### src/rtl/flt_lut_pkg.sv
package flt_lut_pkg;
  typedef enum logic [1:0] {
    FM_NONE    = 2'b00,
    FM_OUT_INV = 2'b01,
    FM_IN_INV  = 2'b10,
    FM_RANDOM  = 2'b11
  } flt_mode_e;
endpackage

### src/rtl/flt_lut_xform.sv
module flt_lut_xform
  import flt_lut_pkg::*;
#(
  parameter int N_IN   = 4,
  localparam int TBL_W  = 1 << N_IN,
  localparam int LSEL_W = (N_IN > 1) ? $clog2(N_IN) : 1
) (
  input  logic [TBL_W-1:0]  gold,
  input  flt_mode_e         mode,
  input  logic [LSEL_W-1:0] line,
  input  logic [TBL_W-1:0]  noise,
  output logic [TBL_W-1:0]  faulty
);
  // One permuted table per input line: entries paired across that index bit.
  logic [N_IN-1:0][TBL_W-1:0] perm;

  for (genvar l = 0; l < N_IN; l++) begin : g_line
    for (genvar i = 0; i < TBL_W; i++) begin : g_ent
      assign perm[l][i] = gold[i ^ (1 << l)];
    end
  end

  always_comb begin
    unique case (mode)
      FM_NONE:    faulty = gold;
      FM_OUT_INV: faulty = ~gold;
      FM_IN_INV:  faulty = perm[line];
      FM_RANDOM:  faulty = noise;
      default:    faulty = gold;
    endcase
  end
endmodule

### src/rtl/flt_lut_ctrl.sv
module flt_lut_ctrl #(
  parameter int N_IN = 4,
  localparam int TBL_W = 1 << N_IN
) (
  input  logic             clk,
  input  logic             rst_n,
  input  logic             flt_en,
  input  logic             wr_req,
  input  logic [TBL_W-1:0] wr_data,
  output logic             fault_on,
  output logic             enter,
  output logic             leave,
  output logic             gold_we,
  output logic [TBL_W-1:0] gold_wdata
);
  logic             on_n;
  logic             pend_v_q, pend_v_n;
  logic [TBL_W-1:0] pend_d_q, pend_d_n;
  logic             pend_d_en;
  logic             idle;

  assign enter = flt_en & ~fault_on;
  assign leave = ~flt_en & fault_on;
  assign idle  = ~flt_en & ~fault_on;
  assign on_n  = flt_en;

  always_comb begin
    gold_we    = 1'b0;
    gold_wdata = wr_data;
    pend_v_n   = pend_v_q;
    pend_d_n   = pend_d_q;
    pend_d_en  = 1'b0;
    if (idle) begin
      if (wr_req) begin
        gold_we  = 1'b1;
        pend_v_n = 1'b0;
      end else if (pend_v_q) begin
        gold_we    = 1'b1;
        gold_wdata = pend_d_q;
        pend_v_n   = 1'b0;
      end
    end else if (wr_req) begin
      pend_v_n  = 1'b1;
      pend_d_n  = wr_data;
      pend_d_en = 1'b1;
    end
  end

  always_ff @(posedge clk or negedge rst_n) begin
    if (!rst_n) begin
      fault_on <= 1'b0;
      pend_v_q <= 1'b0;
    end else begin
      fault_on <= on_n;
      pend_v_q <= pend_v_n;
    end
  end

  always_ff @(posedge clk) begin
    if (pend_d_en) pend_d_q <= pend_d_n;
  end
endmodule

### src/rtl/flt_lut_table.sv
module flt_lut_table #(
  parameter int N_IN = 4,
  localparam int TBL_W = 1 << N_IN
) (
  input  logic             clk,
  input  logic             rst_n,
  input  logic             enter,
  input  logic             leave,
  input  logic             gold_we,
  input  logic [TBL_W-1:0] gold_wdata,
  input  logic [TBL_W-1:0] faulty,
  input  logic [N_IN-1:0]  idx,
  output logic             bit_out,
  output logic [TBL_W-1:0] gold_q,
  output logic [TBL_W-1:0] act_q
);
  logic [TBL_W-1:0] gold_n, act_n;
  logic             gold_en, act_en;

  always_comb begin
    gold_en = gold_we;
    gold_n  = gold_wdata;
    act_en  = 1'b1;
    if (enter)        act_n = faulty;
    else if (leave)   act_n = gold_q;
    else if (gold_we) act_n = gold_wdata;
    else begin
      act_n  = act_q;
      act_en = 1'b0;
    end
  end

  always_ff @(posedge clk or negedge rst_n) begin
    if (!rst_n) begin
      gold_q <= '0;
      act_q  <= '0;
    end else begin
      if (gold_en) gold_q <= gold_n;
      if (act_en)  act_q  <= act_n;
    end
  end

  assign bit_out = act_q[idx];
endmodule

### src/rtl/flt_lut4.sv
module flt_lut4
  import flt_lut_pkg::*;
#(
  parameter int N_IN = 4,
  localparam int TBL_W  = 1 << N_IN,
  localparam int LSEL_W = (N_IN > 1) ? $clog2(N_IN) : 1
) (
  input  logic              clk,
  input  logic              rst_n,
  input  logic [N_IN-1:0]   lut_in,
  output logic              lut_out,
  input  logic              tbl_we,
  input  logic [TBL_W-1:0]  tbl_wdata,
  input  logic              flt_en,
  input  logic [1:0]        flt_mode,
  input  logic [LSEL_W-1:0] flt_line,
  input  logic [TBL_W-1:0]  flt_noise
);
  logic             rst_meta, rst_s;
  logic             fault_on, enter, leave, gold_we;
  logic [TBL_W-1:0] gold_wdata, faulty, gold_q, act_q;
  flt_mode_e        mode;

  // Asynchronous assert, synchronous release.
  always_ff @(posedge clk or negedge rst_n) begin
    if (!rst_n) begin
      rst_meta <= 1'b0;
      rst_s    <= 1'b0;
    end else begin
      rst_meta <= 1'b1;
      rst_s    <= rst_meta;
    end
  end

  assign mode = flt_mode_e'(flt_mode);

  flt_lut_ctrl #(.N_IN(N_IN)) u_ctrl (
    .clk(clk), .rst_n(rst_s), .flt_en(flt_en), .wr_req(tbl_we),
    .wr_data(tbl_wdata), .fault_on(fault_on), .enter(enter), .leave(leave),
    .gold_we(gold_we), .gold_wdata(gold_wdata)
  );

  flt_lut_xform #(.N_IN(N_IN)) u_xform (
    .gold(gold_q), .mode(mode), .line(flt_line), .noise(flt_noise),
    .faulty(faulty)
  );

  flt_lut_table #(.N_IN(N_IN)) u_table (
    .clk(clk), .rst_n(rst_s), .enter(enter), .leave(leave),
    .gold_we(gold_we), .gold_wdata(gold_wdata), .faulty(faulty),
    .idx(lut_in), .bit_out(lut_out), .gold_q(gold_q), .act_q(act_q)
  );

  p_out_inv_r3: assert property (@(posedge clk) disable iff (!rst_s)
    (flt_en && !fault_on && flt_mode == 2'b01) |=> act_q == ~$past(gold_q));

  p_noise_load_r5: assert property (@(posedge clk) disable iff (!rst_s)
    (flt_en && !fault_on && flt_mode == 2'b11) |=> act_q == $past(flt_noise));

  p_no_fault_r6: assert property (@(posedge clk) disable iff (!rst_s)
    (flt_en && !fault_on && flt_mode == 2'b00) |=> act_q == $past(gold_q));

  p_hold_r7: assert property (@(posedge clk) disable iff (!rst_s)
    (fault_on && flt_en) |=> $stable(act_q));

  p_restore_r8: assert property (@(posedge clk) disable iff (!rst_s)
    (fault_on && !flt_en) |=> act_q == $past(gold_q));

  p_gold_frozen_r9: assert property (@(posedge clk) disable iff (!rst_s)
    (fault_on || flt_en) |=> $stable(gold_q));
endmodule

### config.mk
export PLATFORM = sky130hd
export DESIGN_NAME = flt_lut4
export DESIGN_NICKNAME = d
export VERILOG_FILES = /design/src/rtl/flt_lut_pkg.sv /design/src/rtl/flt_lut_xform.sv /design/src/rtl/flt_lut_ctrl.sv /design/src/rtl/flt_lut_table.sv /design/src/rtl/flt_lut4.sv
export SDC_FILE = /design/constraint.sdc
export NUM_CORES = 1
export LEC_CHECK = 0
export BUFFER_PORTS_ARGS = -buffer_cell sky130_fd_sc_hd__buf_2
export CELL_PAD_IN_SITES_DETAIL_PLACEMENT = 1
export CELL_PAD_IN_SITES_GLOBAL_PLACEMENT = 2
export CORE_AREA = 2 2 103 105
export CTS_CLUSTER_SIZE = 28
export DETAILED_ROUTE_END_ITERATION = 10
export DIE_AREA = 0 0 105 107
export GPL_TIMING_DRIVEN = 0
export PLACE_DENSITY_LB_ADDON = 0.12
export SLEW_MARGIN = 40
export SYNTH_ARGS = -nofsm -noshare
export SYNTH_HDL_FRONTEND = slang
export SYNTH_SLANG_ARGS = --single-unit
### constraint.sdc
create_clock -name clk -period 1.8 [get_ports clk]
set_input_delay 0.09 -clock clk [delete_from_list [all_inputs] [get_ports clk]]
set_output_delay 0.09 -clock clk [all_outputs]
set_load 0.02 [all_outputs]
==> results.md <==
* Status: finished with violations
* Failing checks: negative setup slack
* Multi-input combinational cell area at 1836 sq um
* Pwr/cell area at 880.7 nW/um^2
* Crit Path Category: register to output pin
* Startpoint Class: register
* Crit Path Max Fanout at 2
* Worst relative slew slack at 64.16%
* Required @ worst endpoint at 1.71 ns
* Final Total Pwr at 3.718 mW
* Routed wl met2 at 5.599 mm
* Final Hold Viols at 0
* CTS H-Tree Depth at 2
* Vias in the first global route at 3187
* Antenna diodes at 0
* Post-synth EDFFs at 16
* DRT iter0 DRCs at 97
* Seq. cell area at 1385 sq um
* MaxCap Viol Count at 0
* Part of the cycle the worst path needs at 109.1%
* Die H at 107 um
* Final setup vio count at 1
* Grt ovf at 0
* Largest area contributor in the netlist: dfrtp_1
* Vias per cell at 5.636
* Max Fclk at 0.5092 GHz
* Total GRT Usage at 21.34%
* DIE AREA at 11240 sq um
* Avg Cell Area, Syn at 10.31 sq um
* Final worst slack at -0.1638 ns
* Fin area at 4222 sq um
* Post-Synthesis Cell Area at 3443 sq um
* Unique masters post-synth at 38
* Final core occ at 41.83%
* WL met3 at 323 um
* Worst-Margin Slew at 0.5376 ns
* Worst Hold Class: input pin to async pin
* Synth warn at 0
* Die width at 105 um
* Worst skew pair latency at 0.32 ns
* Fill cells at 1174
* Dpl ws at -0.01780 ns
* Post-Syn Instances at 334
* Unrepaired setup endpoints after global routing: true
* WL/cell at 21.27 um
* Crit path DAT at 1.87 ns
* Clock-pin slew on the worst setup and hold paths at 0.11 ns
* Reg2Reg Launch Point: u_ctrl.pend_v_q$_DFFE_PN0P_
* Max IR drop VDD at 0.0004599 V
* Num ports at 45
* CTS Buf Count at 5
* Remaining DRCs at 0
* Top Metal Used: met4
* Min Tclk post-route at 1.964 ns
* WL final at 11.62 mm
* Syn nets at 378
* TritonRoute pass-1 iters at 4
* Vias at 3077
* Number of clock sinks at 52
* Largest net degree at the start of global routing at 35
* Core Area at 10090 sq um
* Reg2reg path depth at 6
* DRT met1 WL at 5.586 mm
* Crit path launch: u_table.act_q[11]$_DFFE_PN0P_
* Pleak at 1.696 nW
* Starting Density at 34.12%
* P&R area growth vs syn at 22.60%
* Clk buf depth at 2
* Initial antenna violation count at 0
* Share of cells above drive strength 1 at 23.90%
* Worst clock skew at 0.007582 ns
* Final GP Congestion at 0.7613
* Reg2reg setup slack at 0.10 ns
* Seq/Total Area, Yosys at 40.12%
* DP Area at 3835 sq um
* Max Transition Viols Final at 0
* Synth top area share at 26.16%
* Reg-to-reg endpoint: u_table.act_q[3]$_DFFE_PN0P_
* Synth top area cells: dfrtp_1, edfxtp_1, mux2i_1
* Final-stage net count at 453
* Standard-cell rows at 37
* CP Capture Type: output pin
* CTS tree: built
* Port-buffer cells at 42
* Hpwl dp at 8.541 mm
* Synth async-reset ratio at 69.23%
* Antenna-violating nets left at 0
* Register bit total from synthesis at 52
* Clk Tree Root Cell: clkbuf_8
* Main synth FF type: dfrtp_1
* Global-route wire length before repair at 18.45 mm
## cell type report
class	instances	area share, %
multi-input combinational	231	43.48
clock inverter	3	1.186
inverter	3	0.2667
buffer	47	5.602
timing repair buffer	69	11.00
tap	136	4.031
clock buffer	5	1.630
sequential	52	32.81
## state kept, by name, summed over array words and instances (netlist names)
signal           cells
u_ctrl.pend_d_q     16
u_table.act_q       16
u_table.gold_q      16
rst_meta             1
rst_s                1
u_ctrl.fault_on      1
u_ctrl.pend_v_q      1
## critical path: stages (launching register included)
cell and delay, ns:
dfrtp_1 0.41, mux4_2 0.51, mux4_2 0.49, buf_6 0.15
## Yosys cell counts (2+ instances only)
cell	number
dfrtp_1	36
xnor2_1	16
mux4_1	4
a221oi_1	15
o22ai_1	15
inv_2	2
buf_4	4
a211o_1	15
a22oi_1	31
nor2_1	3
a31oi_1	17
clkbuf_1	24
nand2_1	4
edfxtp_1	16
o21ai_0	16
a21oi_1	16
buf_1	4
a22o_1	16
mux2i_1	32
buf_2	13
buf_6	2
nor2b_1	17
## routing by layer
| layer | up-vias | global-route usage [%] |
|---|---|---|
| met2 | 60 | 36.55 |
| met3 | 7 | 2.736 |
| li1 | 1451 | - |
| met4 | 0 | 4.095 |
| met1 | 1559 | 29.13 |
| met5 | - | 0 |
## where the power goes
group          internal (mW)  total [mW]  leakage (nW)  switching (mW)
clock network          0.430       0.905        0.0607           0.475
logic                  0.594        1.33          1.06           0.738
registers               1.39        1.48         0.576          0.0858
total                   2.42        3.72          1.70            1.30
## cell families after synthesis
group,after synthesis,synth area share [%]
and+or+nand+nor,32,5.523
xor gates and xnor gates,16,4.070
buffers and inverters,51,6.940
other,1,0.1089
muxes,37,13.01
DFF,52,40.12
AOI/OAI and AO/OA,145,30.23
## cells in the final DEF, fill, tap and decap left out, types with 4 or more instances in the layout
cell type      instances
buf_2                 54
dfrtp_1               35
mux2i_1               32
a22oi_1               31
clkbuf_1              18
dlygate4sd3_1         18
a31oi_1               17
xnor2_1               16
a21oi_1               16
a22o_1                16
nor2b_1               16
o21ai_0               16
edfxtp_1              16
o22ai_1               15
a211o_1               15
a221oi_1              14
buf_4                 13
clkbuf_2               5
clkbuf_8               5
mux4_2                 4
buf_6                  4
buf_1                  4
nand2_1                4
## metrics by stage
step | TNS [ns] | hold slack, ns | cells
after detailed placement | -0.01780 | -0.1232 | 512
final | -0.1638 | 0.06278 | 546
after global placement | -3.660 | -0.1247 | 512
after global routing | -0.1902 | 0.04779 | 546
after CTS | -0.1569 | 0.05175 | 540
after floorplan | 0 | -0.2056 | 334
## timing repair
item,in CTS,in global routing
setup buffers,2,7
hold buffers,18,0
hold endpoints to repair,19,0
pin swaps,0,2
gates resized for setup,6,15
endpoints found under the setup margin,2,37
## worst max-delay path by stage
stage / depth (start not counted) / end
global route: 3 / lut_out
detailed placement: 4 / u_table.act_q[12]$_DFFE_PN0P_
floorplan: 3 / u_ctrl.pend_d_q[0]$_DFFE_PP_
global placement: 4 / u_ctrl.pend_d_q[1]$_DFFE_PP_
CTS: 3 / lut_out
finish: 3 / lut_out
Note: power is estimated with default switching activity, not from simulation.
